<file path="config.mk">
export PLATFORM = sky130hd
export DESIGN_NAME = pt_walk2
export DESIGN_NICKNAME = d
export VERILOG_FILES = /design/src/rtl/pt_walk2_pkg.sv /design/src/rtl/pt_walk2_entry.sv /design/src/rtl/pt_walk2_verdict.sv /design/src/rtl/pt_walk2.sv
export SDC_FILE = /design/constraint.sdc
export NUM_CORES = 1
export LEC_CHECK = 0
export BUFFER_PORTS_ARGS = -buffer_cell sky130_fd_sc_hd__buf_4
export CORE_UTILIZATION = 51
export DETAILED_ROUTE_END_ITERATION = 8
export PLACE_DENSITY = 0.76
export RECOVER_POWER = 25
export SYNTH_ARGS = -nofsm -noshare
export SYNTH_HDL_FRONTEND = slang
export SYNTH_SLANG_ARGS = --single-unit
</file>
<file path="constraint.sdc">
create_clock -name clk -period 3.38 [get_ports clk]
set_clock_uncertainty 0.2 [all_clocks]
set_input_delay 0.676 -clock clk [delete_from_list [all_inputs] [get_ports clk]]
set_output_delay 0.676 -clock clk [all_outputs]
set_load 0.1 [all_outputs]
</file>
<file path="src/rtl/pt_walk2_pkg.sv">
package pt_walk2_pkg;

   typedef enum logic [1:0] {
      WK_IDLE = 2'd0,
      WK_RD   = 2'd1,
      WK_WAIT = 2'd2,
      WK_WB   = 2'd3
   } walk_st_e;

   // entry flag positions (decoded by the table format)
   localparam int ENT_P = 0;
   localparam int ENT_W = 1;
   localparam int ENT_A = 5;
   localparam int ENT_D = 6;

   // completion status encodings
   localparam logic [1:0] RES_FAIL = 2'd0;
   localparam logic [1:0] RES_RO   = 2'd1;
   localparam logic [1:0] RES_RW   = 2'd2;

   // fault code bit positions
   localparam int FC_PROT = 0;
   localparam int FC_WR   = 1;
   localparam int FC_USR  = 2;

endpackage

</file>
<file path="src/rtl/pt_walk2_entry.sv">
module pt_walk2_entry
   import pt_walk2_pkg::*;
#(
   parameter int ENT_WID = 32,
   parameter bit SET_AD  = 1'b1
) (
   input  logic [ENT_WID-1:0] ent,
   input  logic               is_wr,
   output logic               present,
   output logic               writable,
   output logic               need_wb,
   output logic [ENT_WID-1:0] ent_new
);

   assign present  = ent[ENT_P];
   assign writable = ent[ENT_W];

   generate
      if (SET_AD) begin : g_ad_update
         always_comb begin
            ent_new = ent;
            ent_new[ENT_A] = 1'b1;
            if (is_wr) ent_new[ENT_D] = 1'b1;
            need_wb = present && (!ent[ENT_A] || (is_wr && !ent[ENT_D]));
         end
         // a write-back always carries the accessed flag of a present entry
         always_comb begin
            if (need_wb) begin
               p_wb_has_acc_r4: assert (ent_new[ENT_A] && ent_new[ENT_P]);
            end
         end
      end else begin : g_ad_keep
         assign ent_new = ent;
         assign need_wb = 1'b0;
      end
   endgenerate

endmodule

</file>
<file path="src/rtl/pt_walk2_verdict.sv">
module pt_walk2_verdict
   import pt_walk2_pkg::*;
(
   input  logic       pte_wr,
   input  logic       is_wr,
   input  logic       is_usr,
   input  logic       is_fetch,
   input  logic       wp,
   output logic       ok,
   output logic [1:0] res,
   output logic [2:0] code
);

   always_comb begin
      ok   = 1'b1;
      res  = pte_wr ? RES_RW : RES_RO;
      code = '0;
      if (is_fetch) begin
         res = RES_RO;
      end else if (is_wr && !pte_wr) begin
         if (!is_usr && !wp) begin
            res = RES_RW;
         end else begin
            ok   = 1'b0;
            res  = RES_FAIL;
            code[FC_PROT] = 1'b1;
            code[FC_WR]   = 1'b1;
            code[FC_USR]  = is_usr;
         end
      end
   end

endmodule

</file>
<file path="src/rtl/pt_walk2.sv">
module pt_walk2
   import pt_walk2_pkg::*;
#(
   parameter int LIN_W  = 32,
   parameter int IDX_W  = 10,
   parameter int OFS_W  = 12,
   parameter bit SET_AD = 1'b1
) (
   input  logic             clk,
   input  logic             rst_n,
   input  logic             req_valid,
   output logic             req_ready,
   input  logic [LIN_W-1:0] req_lin,
   input  logic             req_write,
   input  logic             req_user,
   input  logic             req_fetch,
   input  logic             req_probe,
   input  logic [LIN_W-1:0] pdbr,
   input  logic             pg_en,
   input  logic             wp_en,
   output logic             mem_req_valid,
   input  logic             mem_req_ready,
   output logic             mem_req_we,
   output logic [LIN_W-1:0] mem_req_addr,
   output logic [LIN_W-1:0] mem_req_wdata,
   input  logic             mem_rsp_valid,
   input  logic [LIN_W-1:0] mem_rsp_rdata,
   output logic             done,
   output logic [1:0]       status,
   output logic [LIN_W-1:0] phys_addr,
   output logic             fault,
   output logic [2:0]       fault_code,
   output logic [LIN_W-1:0] fault_addr
);

   localparam int PAD_W = LIN_W - IDX_W - 2;
   localparam int DIR_LO = LIN_W - IDX_W;

   generate
      if (LIN_W != 2*IDX_W + OFS_W) begin : g_bad_split
         $error("pt_walk2: LIN_W must equal 2*IDX_W + OFS_W");
      end
      if (OFS_W <= ENT_D) begin : g_bad_ofs
         $error("pt_walk2: OFS_W too small for entry flags");
      end
      if (IDX_W + 2 > OFS_W) begin : g_bad_idx
         $error("pt_walk2: table of IDX_W entries exceeds one page");
      end
   endgenerate

   walk_st_e         state;
   logic             lvl;
   logic [LIN_W-1:0] cur_addr, ent_q, lin_q;
   logic             wr_q, usr_q, fetch_q, probe_q, wp_q;

   logic [LIN_W-1:0] ent_sel, ent_new, dir_addr, tbl_addr;
   logic             e_present, e_writable, e_need_wb, eff_wr, step;
   logic             v_ok;
   logic [1:0]       v_res;
   logic [2:0]       v_code, miss_code;

   assign eff_wr  = wr_q && !fetch_q;
   assign ent_sel = (state == WK_WB) ? ent_q : mem_rsp_rdata;

   assign dir_addr = {pdbr[LIN_W-1:OFS_W], {OFS_W{1'b0}}}
                   + {{PAD_W{1'b0}}, req_lin[LIN_W-1:DIR_LO], 2'b00};
   assign tbl_addr = {ent_sel[LIN_W-1:OFS_W], {OFS_W{1'b0}}}
                   + {{PAD_W{1'b0}}, lin_q[OFS_W+IDX_W-1:OFS_W], 2'b00};

   always_comb begin
      miss_code = '0;
      miss_code[FC_WR]  = eff_wr;
      miss_code[FC_USR] = usr_q;
   end

   pt_walk2_entry #(.ENT_WID(LIN_W), .SET_AD(SET_AD)) u_entry (
      .ent      (ent_sel),
      .is_wr    (eff_wr),
      .present  (e_present),
      .writable (e_writable),
      .need_wb  (e_need_wb),
      .ent_new  (ent_new)
   );

   pt_walk2_verdict u_verdict (
      .pte_wr   (e_writable),
      .is_wr    (wr_q),
      .is_usr   (usr_q),
      .is_fetch (fetch_q),
      .wp       (wp_q),
      .ok       (v_ok),
      .res      (v_res),
      .code     (v_code)
   );

   // an entry is finished with once read clean or once its write-back is taken
   assign step = ((state == WK_WAIT) && mem_rsp_valid && e_present && !e_need_wb)
              || ((state == WK_WB) && mem_req_ready);

   assign req_ready     = (state == WK_IDLE) && !done;
   assign mem_req_valid = (state == WK_RD) || (state == WK_WB);
   assign mem_req_we    = (state == WK_WB);
   assign mem_req_addr  = cur_addr;
   assign mem_req_wdata = ent_q;

   always_ff @(posedge clk or negedge rst_n) begin
      if (!rst_n) begin
         state      <= WK_IDLE;
         lvl        <= 1'b0;
         cur_addr   <= '0;
         ent_q      <= '0;
         lin_q      <= '0;
         wr_q       <= 1'b0;
         usr_q      <= 1'b0;
         fetch_q    <= 1'b0;
         probe_q    <= 1'b0;
         wp_q       <= 1'b0;
         done       <= 1'b0;
         status     <= RES_FAIL;
         phys_addr  <= '0;
         fault      <= 1'b0;
         fault_code <= '0;
         fault_addr <= '0;
      end else begin
         done  <= 1'b0;
         fault <= 1'b0;
         case (state)
            WK_IDLE: begin
               if (req_valid && req_ready) begin
                  lin_q   <= req_lin;
                  wr_q    <= req_write;
                  usr_q   <= req_user;
                  fetch_q <= req_fetch;
                  probe_q <= req_probe;
                  wp_q    <= wp_en;
                  if (!pg_en) begin
                     done       <= 1'b1;
                     status     <= req_fetch ? RES_RO : RES_RW;
                     phys_addr  <= req_lin;
                     fault_code <= '0;
                  end else if (|pdbr[OFS_W-1:0]) begin
                     done       <= 1'b1;
                     status     <= RES_FAIL;
                     fault_code <= '0;
                  end else begin
                     state    <= WK_RD;
                     lvl      <= 1'b0;
                     cur_addr <= dir_addr;
                  end
               end
            end
            WK_RD: begin
               if (mem_req_ready) state <= WK_WAIT;
            end
            WK_WAIT: begin
               if (mem_rsp_valid) begin
                  if (!e_present) begin
                     state      <= WK_IDLE;
                     done       <= 1'b1;
                     status     <= RES_FAIL;
                     fault_code <= miss_code;
                     if (!probe_q) begin
                        fault      <= 1'b1;
                        fault_addr <= lin_q;
                     end
                  end else if (e_need_wb) begin
                     ent_q <= ent_new;
                     state <= WK_WB;
                  end
               end
            end
            default: ;
         endcase

         if (step) begin
            if (!lvl) begin
               lvl      <= 1'b1;
               cur_addr <= tbl_addr;
               state    <= WK_RD;
            end else begin
               state <= WK_IDLE;
               done  <= 1'b1;
               if (v_ok) begin
                  status     <= v_res;
                  phys_addr  <= {ent_sel[LIN_W-1:OFS_W], lin_q[OFS_W-1:0]};
                  fault_code <= '0;
               end else begin
                  status     <= RES_FAIL;
                  fault_code <= v_code;
                  if (!probe_q) begin
                     fault      <= 1'b1;
                     fault_addr <= lin_q;
                  end
               end
            end
         end
      end
   end

   // paging off answers directly with the linear address
   p_flat_map_r1: assert property (@(posedge clk) disable iff (!rst_n)
      (state == WK_IDLE && req_valid && req_ready && !pg_en)
      |=> (done && phys_addr == $past(req_lin) && !mem_req_valid));

   // misaligned base ends quietly with no traffic
   p_bad_base_r3: assert property (@(posedge clk) disable iff (!rst_n)
      (state == WK_IDLE && req_valid && req_ready && pg_en && (|pdbr[OFS_W-1:0]))
      |=> (done && status == RES_FAIL && !fault && !mem_req_valid));

   // a fault is reported only with a failed completion and latches the address
   p_fault_report_r6: assert property (@(posedge clk) disable iff (!rst_n)
      fault |-> (done && status == RES_FAIL && fault_addr == lin_q));

   // probe walks never pulse fault
   p_probe_quiet_r9: assert property (@(posedge clk) disable iff (!rst_n)
      (done && probe_q) |-> !fault);

   // done is a single-cycle pulse
   p_done_pulse_r11: assert property (@(posedge clk) disable iff (!rst_n)
      done |=> !done);

   // no new request is taken while memory traffic is in flight
   p_busy_blocks_r11: assert property (@(posedge clk) disable iff (!rst_n)
      mem_req_valid |-> !req_ready);

   // a stalled memory request holds its address and direction
   p_req_hold_r11: assert property (@(posedge clk) disable iff (!rst_n)
      (mem_req_valid && !mem_req_ready)
      |=> (mem_req_valid && $stable(mem_req_addr) && $stable(mem_req_we)));

endmodule

</file>
Word level (Yosys, flattened, before mapping)
Index checks and enable logic that the tools add are counted.
{"block": "word_totals", "elab_cells": 141, "register_bits": 175, "out_inout_bits": 138}
{"block": "op_classes", "add_sub_neg": 2, "n_eq_ne": 9, "bitwise_logic": 1, "n_reduce_logical": 29, "mux": 83}
{"op": "$mux W32", "count": 21}
{"op": "$add A32 B12 Y32", "count": 2}
{"op": "$mux W2", "count": 21}
{"op": "$mux W3", "count": 11}
{"op": "$mux W1", "count": 26}
{"op": "$ne A3 B3 Y1 const B", "count": 4}
{"op": "$reduce_or A12 Y1", "count": 1}
{"op": "$logic_and A1 B1 Y1", "count": 11}
{"op": "$logic_not A1 Y1", "count": 8}
{"op": "$reduce_and A7 Y1", "count": 1}
{"op": "$pmux W2 S3", "count": 1}
{"op": "$pmux W3 S2", "count": 1}
{"op": "$reduce_and A5 Y1", "count": 1}
{"op": "$eq A2 B2 Y1 const B", "count": 2}
{"op": "$ne A4 B4 Y1 const B", "count": 1}
{"op": "$pmux W2 S2", "count": 1}
{"op": "$reduce_and A4 Y1", "count": 1}
{"op": "$reduce_bool A4 Y1", "count": 1}
{"op": "$logic_or A1 B1 Y1", "count": 3}
{"op": "$ne A3 B2 Y1 const B", "count": 1}
{"op": "$eq A2 B1 Y1 const B", "count": 1}
{"op": "$logic_not A2 Y1", "count": 1}
{"op": "$pmux W1 S2", "count": 1}
{"op": "$reduce_and A2 Y1", "count": 1}
{"op": "$not A1 Y1", "count": 1}

Longest topological paths before layout
Gate-level depths: netlist of run 1.
{"block": "depth", "word_depth": 11, "mapped_depth": 9, "depth_no_buf": 7}

Cells and area by module
Synthesis of run 1 repeated with hierarchy kept, for this count alone.
{"block": "hier_totals", "hier_cells": 625, "area_unflattened_um2": 8117.8}
{"module": "pt_walk2", "cells_each": 579, "instances": 1, "area_each_um2": 7785.0}
{"module": "pt_walk2_entry", "cells_each": 37, "instances": 1, "area_each_um2": 271.5}
{"module": "pt_walk2_verdict", "cells_each": 9, "instances": 1, "area_each_um2": 61.3}

Worst setup path before layout of run 1
No wires, ideal clock.
{"block": "synth_timing", "kind": "register -> output", "from": "register state[1]", "to": "output mem_req_valid", "arrival_time_ns": 2.429, "path_stages_with_launch": 6, "path_slack_ns": 0.075, "n_path_buf": 3, "path_cell_list": "dfrtp_1 ha_1 buf_4 buf_6 clkbuf_1 or2_2"}
{"block": "synth_via", "elab_chain_len": 2, "word_cells_on_any_way": 3}
{"element": "start: declaration", "line_no": "pt_walk2.sv:51", "text": "walk_st_e state;"}
{"element": "start signal: assignment", "line_no": "pt_walk2.sv:108", "text": "state <= WK_IDLE;"}
{"element": "start signal: assignment", "line_no": "pt_walk2.sv:146", "text": "state <= WK_RD;"}
{"element": "start signal: assignment", "line_no": "pt_walk2.sv:153", "text": "if (mem_req_ready) state <= WK_WAIT;"}
{"element": "$eq A2 B2 Y1"}
{"element": "net mem_req_we", "line_no": "pt_walk2.sv:23", "text": "output logic mem_req_we,"}
{"element": "$logic_or A1 B1 Y1", "line_no": "pt_walk2.sv:101", "text": "assign mem_req_valid = (state == WK_RD) || (state == WK_WB);"}
{"element": "end: declaration", "line_no": "pt_walk2.sv:21", "text": "output logic mem_req_valid,"}
The timed path passes the listed nets, and every way through them passes these cells.

Worst setup path after layout of run 1
{"block": "layout_timing", "from": "register state[1]", "to": "register fault_addr[31]"}
{"block": "layout_via", "elab_chain_len": 10, "word_cells_on_any_way": 25}
{"element": "parallel branches: the longest is 9 deep, another holds $mux W32"}
{"element": "$mux W32 *", "line_no": "pt_walk2.sv:175", "text": "if (step) begin"}
{"element": "end signal: assignment", "line_no": "pt_walk2.sv:164", "text": "fault_addr <= lin_q;"}
{"element": "end signal: assignment", "line_no": "pt_walk2.sv:192", "text": "fault_addr <= lin_q;"}
{"element": "end: declaration", "line_no": "pt_walk2.sv:33", "text": "output logic [LIN_W-1:0] fault_addr"}
Mark *: on every way between the ends.
A chain may end at the register's enable or synchronous reset.

==> results of run 1 <==
==> sequential cells by signal, indices dropped and copies added, names as in the netlist, 2 cells and up <==
name / count
fault_addr: 32
fault_code: 3
lin_q: 32
mem_req_addr: 32
mem_req_wdata: 31
phys_addr: 32
state: 2
status: 2
==> placed cells by master, fill, tap and decap left out, types with 3 or more instances in the layout <==
master,n
inv_1,10
buf_12,3
buf_4,257
nand2_1,149
inv_6,5
nor3b_1,4
nor2_1,38
clkinv_4,3
nand3_1,4
mux2_2,50
clkbuf_16,17
dfrtp_1,174
a31oi_1,5
nand2b_1,3
o21ai_0,37
nor2_4,3
a21oi_1,40
nand4_1,3
mux2_1,33
ha_1,3
mux2i_1,64
==> cell type report <==
cell class | count | area, um^2 | share of cell area (%)
tap | 184 | 230 | 2.22
multi-input combinational | 469 | 3120 | 30.2
clock inverter | 15 | 178 | 1.72
clock buffer | 17 | 425 | 4.11
sequential | 174 | 4350 | 42.1
inverter | 10 | 37.5 | 0.363
timing repair buffer | 262 | 2000 | 19.3
==> worst paths after layout <==
kind                                       endpoint  slack, ns  cells after the start
max                        fault_addr[31]$_DFF_PN0_       0.32                      7
min                               usr_q$_DFFE_PN0P_       0.25                      3
max reg2reg                fault_addr[31]$_DFF_PN0_       0.32                      7
min reg2reg                   lin_q[29]$_DFFE_PN0P_       0.28                      2
max in group asynchronous     lin_q[22]$_DFFE_PN0P_       0.87                      2
min in group asynchronous      lin_q[2]$_DFFE_PN0P_       0.52                      1
==> kinds of logic (layout without fill, tap and decap cells) <==
group           count (synthesis)  after routing
mux                           148            148
fa+ha+maj                       4              4
compound gates                101            101
buf+inv                        49            304
flops                         174            174
simple gates                  216            216
==> metrics by stage <==
step / util [%] / worst slack (ns) / cells / hold WS [ns] / area (um^2)
floorplan: - / 0.0754 / 692 / 0.180 / 7690
global placement: 66.6 / 0.471 / 1099 / 0.257 / 9750
detailed placement: 66.6 / 0.288 / 1099 / 0.262 / 9750
CTS: 70.7 / 0.275 / 1131 / 0.0747 / 10400
global route: 70.7 / 0.143 / 1131 / 0.248 / 10300
finish: 70.7 / 0.319 / 1131 / 0.246 / 10300
==> per-layer routing <==
layer | share of wire [%] | wire length (um) | vias up | GRT usage [%]
li1 | - | - | 2850 | -
met1 | 39 | 8190 | 3093 | 33.2
met2 | 52 | 10800 | 253 | 49.0
met3 | 6.8 | 1430 | 42 | 7.95
met4 | 2.4 | 493 | 0 | 10.2
met5 | 0 | 0 | - | 0
==> worst register-to-register path, delay by kind of cell (launching register included) <==
kind / cells / cell delay (ns)
and+or+nand+nor: 2 / 0.41
DFF: 1 / 0.41
buffers and inverters: 1 / 0.24
muxes: 1 / 0.36
adders and majority gates: 1 / 0.39
AOI/OAI and AO/OA: 2 / 0.93
==> impl_metrics.tcl, run 1 <==
set metrics [dict create \
    status "complete, but fails checks" \
    failed_checks "design-rule violations, max-capacitance violations, max-slew violations" \
    path_max_fanout 24 \
    drt_pre_antenna_iters 7 \
    cpLargestDelayFamily "compound AO/OA/AOI/OAI gates" \
    post-cts-setup-buffer-count 0 \
    worst_r2r_startpoint "state[1]$_DFFE_PN0P_" \
    post_drt_via_cell_ratio 5.52 \
    post-route-min-period_ns 3.06 \
    worstMarginPinSlew_ns 1.82 \
    synth_top_family_by_area "multiplexers" \
    synth-warning-count 0 \
    io_buffer_count 244 \
    first_global_vias 6393 \
    synth_compound_area_share_pct 7.46 \
    final_hold_viol_count 0 \
    synth.largest_area_cell "dfrtp_1" \
    floorplan.die_area_um2 15600 \
    cts_sinks 174 \
    min_path_type "primary input to flop" \
    min-delay-start "req_user" \
    critical_path.endpoint_type "flop" \
    clock_tree.root_cell "clkbuf_16" \
    ctsLongestPathBuffers 2 \
    number_of_design_rule_violations_left_after_detail_routing 26 \
    path_clk_slew_ns 0.07 \
    synth_seq_area_share_pct 56.6 \
    grt_max_degree 72 \
    drt.antenna.violating_nets 0 \
    num_rows 44 \
    synth-edff-count 0 \
    floorplan.die.height_um 125 \
    cts_max_level 4 \
    setup-violations-final 0 \
    syn_avg_cell_area_um2 11.1 \
    critical-path-max-stage-delay_ns 0.50 \
    synth_xor_xnor_area_share_pct 0 \
    hpwlAfterDp_mm 15.5 \
    fin_setup_tns_ns 0 \
    global_route_wire_length_before_repair_mm 33.8 \
    yosysTopAreaCellShare_pct 56.6 \
    grt.total_usage_pct 28.1 \
    grt_setup_unrepaired "false" \
    ios 245 \
    timing.setup.critical_path_class "flop to flop" \
    finalCritPeriodShare_pct 90.6 \
    routed_wirelength_mm 20.9 \
    clock_insertion_delay_worst_skew_ns 0.42 \
    resized_cells_post_cts 0 \
    detailedRoute.firstIterationViolations 697 \
    synthTopCellsByCount "dfrtp_1, nand2_1, mux2i_1, mux2_2" \
    slowest_stage_cell_cp "a211oi_1" \
    mappedNetlistNets 803 \
    synth_adder_area_share_pct 0.650 \
    synth_cell_type_count 45 \
    max_freq_mhz 327 \
    drt-wirelength-per-cell_um 18.5 \
    synthSimpleGateAreaFrac_pct 11.5 \
    tritoncts "yes" \
    initial_core_util_pct 52.5 \
    synthFlopType "dfrtp_1" \
    core_area_um2 14600 \
    tritoncts.num_buffers 17 \
    antennaDiodeCount 0 \
    num-fill-cells 1097 \
    arrival_ns 3.16 \
    maxSlewHeadroom_pct -21.3 \
    share_of_post_route_cells_with_drive_strength_above_1_pct 37.3 \
    chip_width_um 125 \
    postCtsHoldBufs 0 \
    flow.area_growth_from_synthesis_pct 34.5 \
    routed-via-count 6238 \
    max_cap_viol_count 1 \
    muxShareOfSynthArea_pct 20.7 \
    grt_antenna_before_repair 0 \
    synth_most_common_cell "dfrtp_1" \
    timing_max_transition_violations_final 71 \
    critical_path_buf_inv_count 1 \
    proportion_of_synthesized_flip_flops_having_asynchronous_set_or_reset_pct 100 \
    synthCells 692 \
    globalRouteOverflowTotal 0 \
    place.gp.congestion 0.911 \
    yosys_register_bits 174 \
    timing.critical_path.cells "ha_2 > nor2_1 > a211oi_1 > nand4_1 > a21oi_4 > buf_12 > mux2_1" \
    critPathLaunch "state[1]$_DFFE_PN0P_" \
    cp.required_ns 3.48 \
    cp-start-kind "flop" \
    synth.area.top_cells "dfrtp_1, mux2i_1, mux2_2" \
    num-nets-final 1045 \
    synthesis.area_um2 7690 \
]
Power of run 1 is left out: the tool's default activity adds up to more than one toggle a clock period on the data nets, which glitch-free logic cannot reach.
==> run 2, diff against run 1 <==
ABC_AREA = 1   (was not set)
CORE_UTILIZATION = 35   (was 51)
PLACE_DENSITY = 0.54   (was 0.76)
==> run 2 against run 1 <==
The run still ends with design-rule violations, max-capacitance violations, max-slew violations left. Worst setup slack improved by 0.31 ns. Global-route usage decreased by 6.0 points. Critical path depth decreased by 2.
==> impl_metrics.tcl, run 2 <==
set metrics [dict create \
    io_buffer_count 244 \
    ios 245 \
    grt.total_usage_pct 22.1 \
    synthesis.area_um2 7940 \
    num-fill-cells 2180 \
    status "complete, but fails checks" \
    routed-via-count 6998 \
    power_frac_clock_pct 17.4 \
    timing.critical_path.cells "ha_1 > inv_4 > buf_4 > nand2_1 > buf_4" \
    yosys_register_bits 174 \
    timing.setup.critical_path_class "flop to primary output" \
    core_area_um2 22000 \
    ctsLongestPathBuffers 2 \
    drt.antenna.violating_nets 0 \
    power_per_cell_area_nw_per_um2 1090 \
    path_max_fanout 21 \
    area.sequential_um2 4350 \
    cts_max_level 4 \
    mappedNetlistNets 1075 \
    final_hold_viol_count 0 \
    grt_max_degree 79 \
    synth_cell_type_count 34 \
    cts_sinks 174 \
    synth.area.top_cells "dfrtp_1, nand2_1, o21ai_0" \
    maxSlewHeadroom_pct -44.8 \
    synth-warning-count 0 \
    floorplan.die.height_um 153 \
    min_path_type "primary input to flop" \
    utilization_pct 48.3 \
    power.switching_mw 6.40 \
    flow.area_growth_from_synthesis_pct 34.0 \
    syn_avg_cell_area_um2 8.24 \
    synthTopCellsByCount "nand2_1, dfrtp_1, o21ai_0, inv_1, nand3_1" \
    post_dp_area_um2 10000 \
    num_rows 54 \
    global_route_wire_length_before_repair_mm 39.6 \
    cp-start-kind "flop" \
    min-delay-start "wp_en" \
    power.share.sequential_pct 28.8 \
    yosysTopAreaCellShare_pct 54.8 \
    globalRouteOverflowTotal 0 \
    postCtsHoldBufs 0 \
    end_of_the_worst_hold_path "wp_q$_DFFE_PN0P_" \
    tritoncts "yes" \
    first_global_vias 6936 \
    post-route-min-period_ns 2.75 \
    drt_pre_antenna_iters 9 \
    worstMarginPinSlew_ns 2.17 \
    hpwlAfterDp_mm 18.2 \
    path_clk_slew_ns 0.08 \
    cpLargestDelayFamily "buffers and inverters" \
    slowest_stage_cell_cp "dfrtp_1" \
    pre_cts_slack_ns 0.674 \
    worstReg2RegEnd "phys_addr[28]$_DFF_PN0_" \
    clock_tree.root_cell "clkbuf_16" \
    pwr-share-comb_pct 53.8 \
    synth-edff-count 0 \
    timing_max_transition_violations_final 78 \
    mostFrequentLayoutCell "nand2_1" \
    synth_seq_area_share_pct 54.8 \
    post_drt_via_cell_ratio 4.71 \
    internal-power_mw 5.17 \
    chip_width_um 153 \
    share_of_post_route_cells_with_drive_strength_above_1_pct 26.9 \
    arrival_ns 1.88 \
    post-layout-total-power_mw 11.6 \
    setup-violations-final 0 \
    number_of_design_rule_violations_left_after_detail_routing 8 \
    finalCritPeriodShare_pct 81.5 \
    most-common-layout-cells "nand2_1, buf_4, dfrtp_1" \
    layout.cells.non_filler 1485 \
    critical_path.endpoint_type "primary output" \
    r2r_setup_slack_ns 0.66 \
    reg2regPathDepth 10 \
    multi_input_comb_area_um2 3030 \
    failed_checks "design-rule violations, max-capacitance violations, max-slew violations" \
    critical_path_buf_inv_count 3 \
    leakagePower_nw 5.77 \
    resized_cells_post_cts 0 \
    routed_wirelength_mm 24.7 \
    final_design_area_no_fill_um2 10600 \
    holdWs_ns 0.240 \
    post-cts-setup-buffer-count 0 \
    place.detailed.instances 1453 \
    initial_core_util_pct 36.1 \
    detailedRoute.firstIterationViolations 394 \
    drt-wirelength-per-cell_um 16.7 \
    max-vdd-ir-drop_uv 643 \
    tritoncts.num_buffers 17 \
    num-nets-final 1303 \
    critical-path-max-stage-delay_ns 0.41 \
    switching_share_pct 55.3 \
    synthFlopType "dfrtp_1" \
    cell_seen_most_often_among_critical_path_stages "buf_4" \
    place.gp.congestion 0.890 \
    min_delay_path_depth 3 \
    clock_insertion_delay_worst_skew_ns 0.43 \
    proportion_of_synthesized_flip_flops_having_asynchronous_set_or_reset_pct 100 \
    cp.required_ns 2.50 \
    worst_r2r_startpoint "state[0]$_DFFE_PN0P_" \
    max_freq_mhz 363 \
    synthCells 964 \
    antennaDiodeCount 0 \
    synth_most_common_cell "nand2_1" \
    post-route-worst-setup-slack_ns 0.626 \
    max_cap_viol_count 1 \
    grt_antenna_before_repair 0 \
    fin_setup_tns_ns 0 \
    grt_setup_unrepaired "false" \
    synth.largest_area_cell "dfrtp_1" \
    floorplan.die_area_um2 23300 \
]
run 2: changes by cell type after synthesis, moves of 42 or more:
cell     change
nand3_1     +65
mux2i_1     -64
inv_1       +63
nand2_1    +179
o21ai_0     +80
mux2_2      -42
run 2: worst max-delay path by stage:
stage / startpoint / end / slack, ns / cells past startpoint
final: state[0]$_DFFE_PN0P_ / mem_req_valid / 0.63 / 5
after global routing: state[1]$_DFFE_PN0P_ / phys_addr[26]$_DFF_PN0_ / 0.35 / 10
after CTS: state[0]$_DFFE_PN0P_ / mem_req_valid / 0.59 / 5
after detailed placement: state[1]$_DFFE_PN0P_ / phys_addr[17]$_DFF_PN0_ / 0.67 / 10
after global placement: state[0]$_DFFE_PN0P_ / phys_addr[17]$_DFF_PN0_ / 0.73 / 10
after floorplan: state[0]$_DFFE_PN0P_ / mem_req_valid / 0.18 / 5
run 2: power by group through the flow:
stage | registers, mW | clock network (mW) | logic (mW)
3_3_place_gp | 3.37 | 0 | 6.22
4_1_cts | 3.34 | 2.07 | 6.26
2_1_floorplan | 6.67 | 0 | 1.43
3_5_place_dp | 3.37 | 0 | 6.25
6_report | 3.33 | 2.01 | 6.23
5_1_grt | 3.42 | 2.17 | 6.57
run 2: kinds of logic after synthesis:
| kind of cell | after synthesis | synth area share (%) |
|---|---|---|
| AO/OA/AOI/OAI | 171 | 11.8 |
| buffers and inverters | 132 | 7.07 |
| flip-flops | 174 | 54.8 |
| adder cells (fa/ha/maj) | 4 | 0.630 |
| AND/OR/NAND/NOR | 475 | 24.6 |
| multiplexers | 8 | 1.13 |
run 2: routing by layer:
layer  wire length (um)  track usage, %  up-vias
li1                   -               -     3531
met1              11900            31.5     3251
met2              11000            33.1      200
met3               1640            6.06       16
met4                253            5.44        0
met5                  0               0        -
run 2: cell type report:
cell class / instances / area share [%]
Sequential cell: 174 / 40.9
Multi-Input combinational cell: 658 / 28.5
Timing Repair Buffer: 263 / 18.8
Clock buffer: 18 / 4.12
Tap cell: 280 / 3.29
Inverter: 78 / 2.77
Clock inverter: 14 / 1.61
run 2: worst min-delay path: stages:
cell     delay [ns]
buf_4          0.07
nand2_1        0.04
nand2_1        0.05
(Power assumes the default switching activity.)
==> run 3, diff against run 2 <==
ABC_AREA = 0   (was 1)
clock period = 2.76 ns   (was 3.38 ns; I/O delays follow)
==> run 3 against run 2 <==
The flow finishes with violations (max-capacitance violations, max-slew violations). Global-route usage shrank 1.7 points. Worst setup slack lost 0.47 ns. First-iteration DRC count shrank 50%.
==> impl_metrics.tcl, run 3 (synthesis results as in run 1) <==
set metrics [dict create \
    grt_setup_unrepaired "false" \
    mostFrequentLayoutCell "buf_4" \
    arrival_ns 1.85 \
    cts_max_level 4 \
    tritoncts "yes" \
    hpwlAfterDp_mm 16.2 \
    maxSlewHeadroom_pct -8.79 \
    r2r_setup_slack_ns 0.19 \
    worstMarginPinSlew_ns 1.63 \
    drt-wirelength-per-cell_um 18.0 \
    post-route-min-period_ns 2.60 \
    min_path_type "primary input to flop" \
    met3WireLength_mm 1.40 \
    clock_insertion_delay_worst_skew_ns 0.43 \
    worst_r2r_startpoint "state[0]$_DFFE_PN0P_" \
    finalCritPeriodShare_pct 94.2 \
    wirelength_met1_mm 9.71 \
    setup-violations-final 0 \
    met2WireLength_mm 10.8 \
    place.gp.congestion 0.854 \
    routed-via-count 5976 \
    critPathLaunch "state[1]$_DFFE_PN0P_" \
    drt_pre_antenna_iters 4 \
    path_clk_slew_ns 0.07 \
    critical_path.endpoint "mem_req_valid" \
    cp-start-kind "flop" \
    grt.total_usage_pct 20.4 \
    globalRouteOverflowTotal 0 \
    core_area_um2 21300 \
    path_max_fanout 23 \
    reg2regPathDepth 8 \
    chip_width_um 150 \
    status "complete, but fails checks" \
    most-common-layout-cells "buf_4, dfrtp_1, nand2_1" \
    failed_checks "max-capacitance violations, max-slew violations" \
    tritoncts.num_buffers 17 \
    cp.required_ns 2.01 \
    detailedRoute.firstIterationViolations 196 \
    number_of_design_rule_violations_left_after_detail_routing 0 \
    routed_wirelength_mm 22.1 \
    max_cap_viol_count 1 \
    route.top_layer_used "met4" \
    clock_tree.root_cell "clkbuf_16" \
    antennaDiodeCount 0 \
    io_buffer_count 244 \
    first_global_vias 6074 \
    drt.antenna.violating_nets 0 \
    timing.setup.critical_path_class "flop to primary output" \
    min-delay-start "wp_en" \
    num-nets-final 1051 \
    floorplan.die_area_um2 22600 \
    worstReg2RegEnd "fault_addr[11]$_DFF_PN0_" \
    grt_max_degree 69 \
    global_route_wire_length_before_repair_mm 34.6 \
    share_of_post_route_cells_with_drive_strength_above_1_pct 37.8 \
    initial_core_util_pct 36.1 \
    fin_setup_tns_ns 0 \
    cts_sinks 174 \
    max_freq_mhz 385 \
    floorplan.die.height_um 150 \
    ctsLongestPathBuffers 2 \
    post-cts-setup-buffer-count 0 \
    flow.area_growth_from_synthesis_pct 37.8 \
    final_hold_viol_count 0 \
    num_rows 53 \
    timing_max_transition_violations_final 68 \
    holdWs_ns 0.121 \
    num-fill-cells 2029 \
    grt_antenna_before_repair 0 \
    post_drt_via_cell_ratio 4.87 \
    critical_path.endpoint_type "primary output" \
    ios 245 \
]
run 3: changes by cell type in the layout (fill, tap and decap cells not counted), moves of 19 or more:
cell     before  now
mux2i_1       0   64
o21ai_0     117   37
nand3_1      69    4
nand2_1     327  149
nor2_1       60   37
a21oi_1      13   40
mux2_2        8   50
o21a_1       19    0
inv_1        73   10
mux2_1        0   33
run 3: worst min-delay path by stage:
stage                                  to  depth (start not counted)
floorplan                  done$_DFF_PN0_                          0
global placement    lin_q[25]$_DFFE_PN0P_                          2
detailed placement  lin_q[27]$_DFFE_PN0P_                          2
CTS                 lin_q[13]$_DFFE_PN0P_                          3
global route        lin_q[13]$_DFFE_PN0P_                          3
finish                   wp_q$_DFFE_PN0P_                          3
run 3: through the flow:
step | instance area, um^2 | util (%) | cells | setup slack, ns
2_1_floorplan | 7710 | - | 692 | 0.0393
3_3_place_gp | 10000 | 47.0 | 1195 | 0.237
3_5_place_dp | 10000 | 47.0 | 1195 | 0.185
4_1_cts | 10600 | 49.9 | 1228 | 0.0557
5_1_grt | 10600 | 49.8 | 1228 | 0.0374
6_report | 10600 | 49.8 | 1228 | 0.159
run 3: area by class of cell:
type                    instances  area [um^2]  share of cell area (%)
clock buffers                  19          443                    4.18
inverters                      10         37.5                   0.354
clock inverters                13          158                    1.49
flip-flops and latches        174         4360                    41.1
well taps                     275          344                    3.24
multi-input cells             469         3140                    29.6
repair buffers                268         2130                    20.1
run 3: what timing repair did:
action | in CTS | in global routing
resized for setup | 0 | 1
hold buffers | 1 | 0
endpoints found under the setup margin | 0 | 1
endpoints found under the hold margin | 63 | 0
run 3: routing by layer:
layer	GRT usage [%]	vias up
met1	26.1	2933
met4	5.00	0
met3	6.00	18
met5	0	-
met2	33.8	152
li1	-	2873
run 3: critical path, cell delays in order (launching register included):
cell and delay [ns]:
dfrtp_1 0.43, ha_4 0.24, buf_6 0.20, or2_2 0.31, buf_4 0.23
Power of run 3 is left out for the same reason.
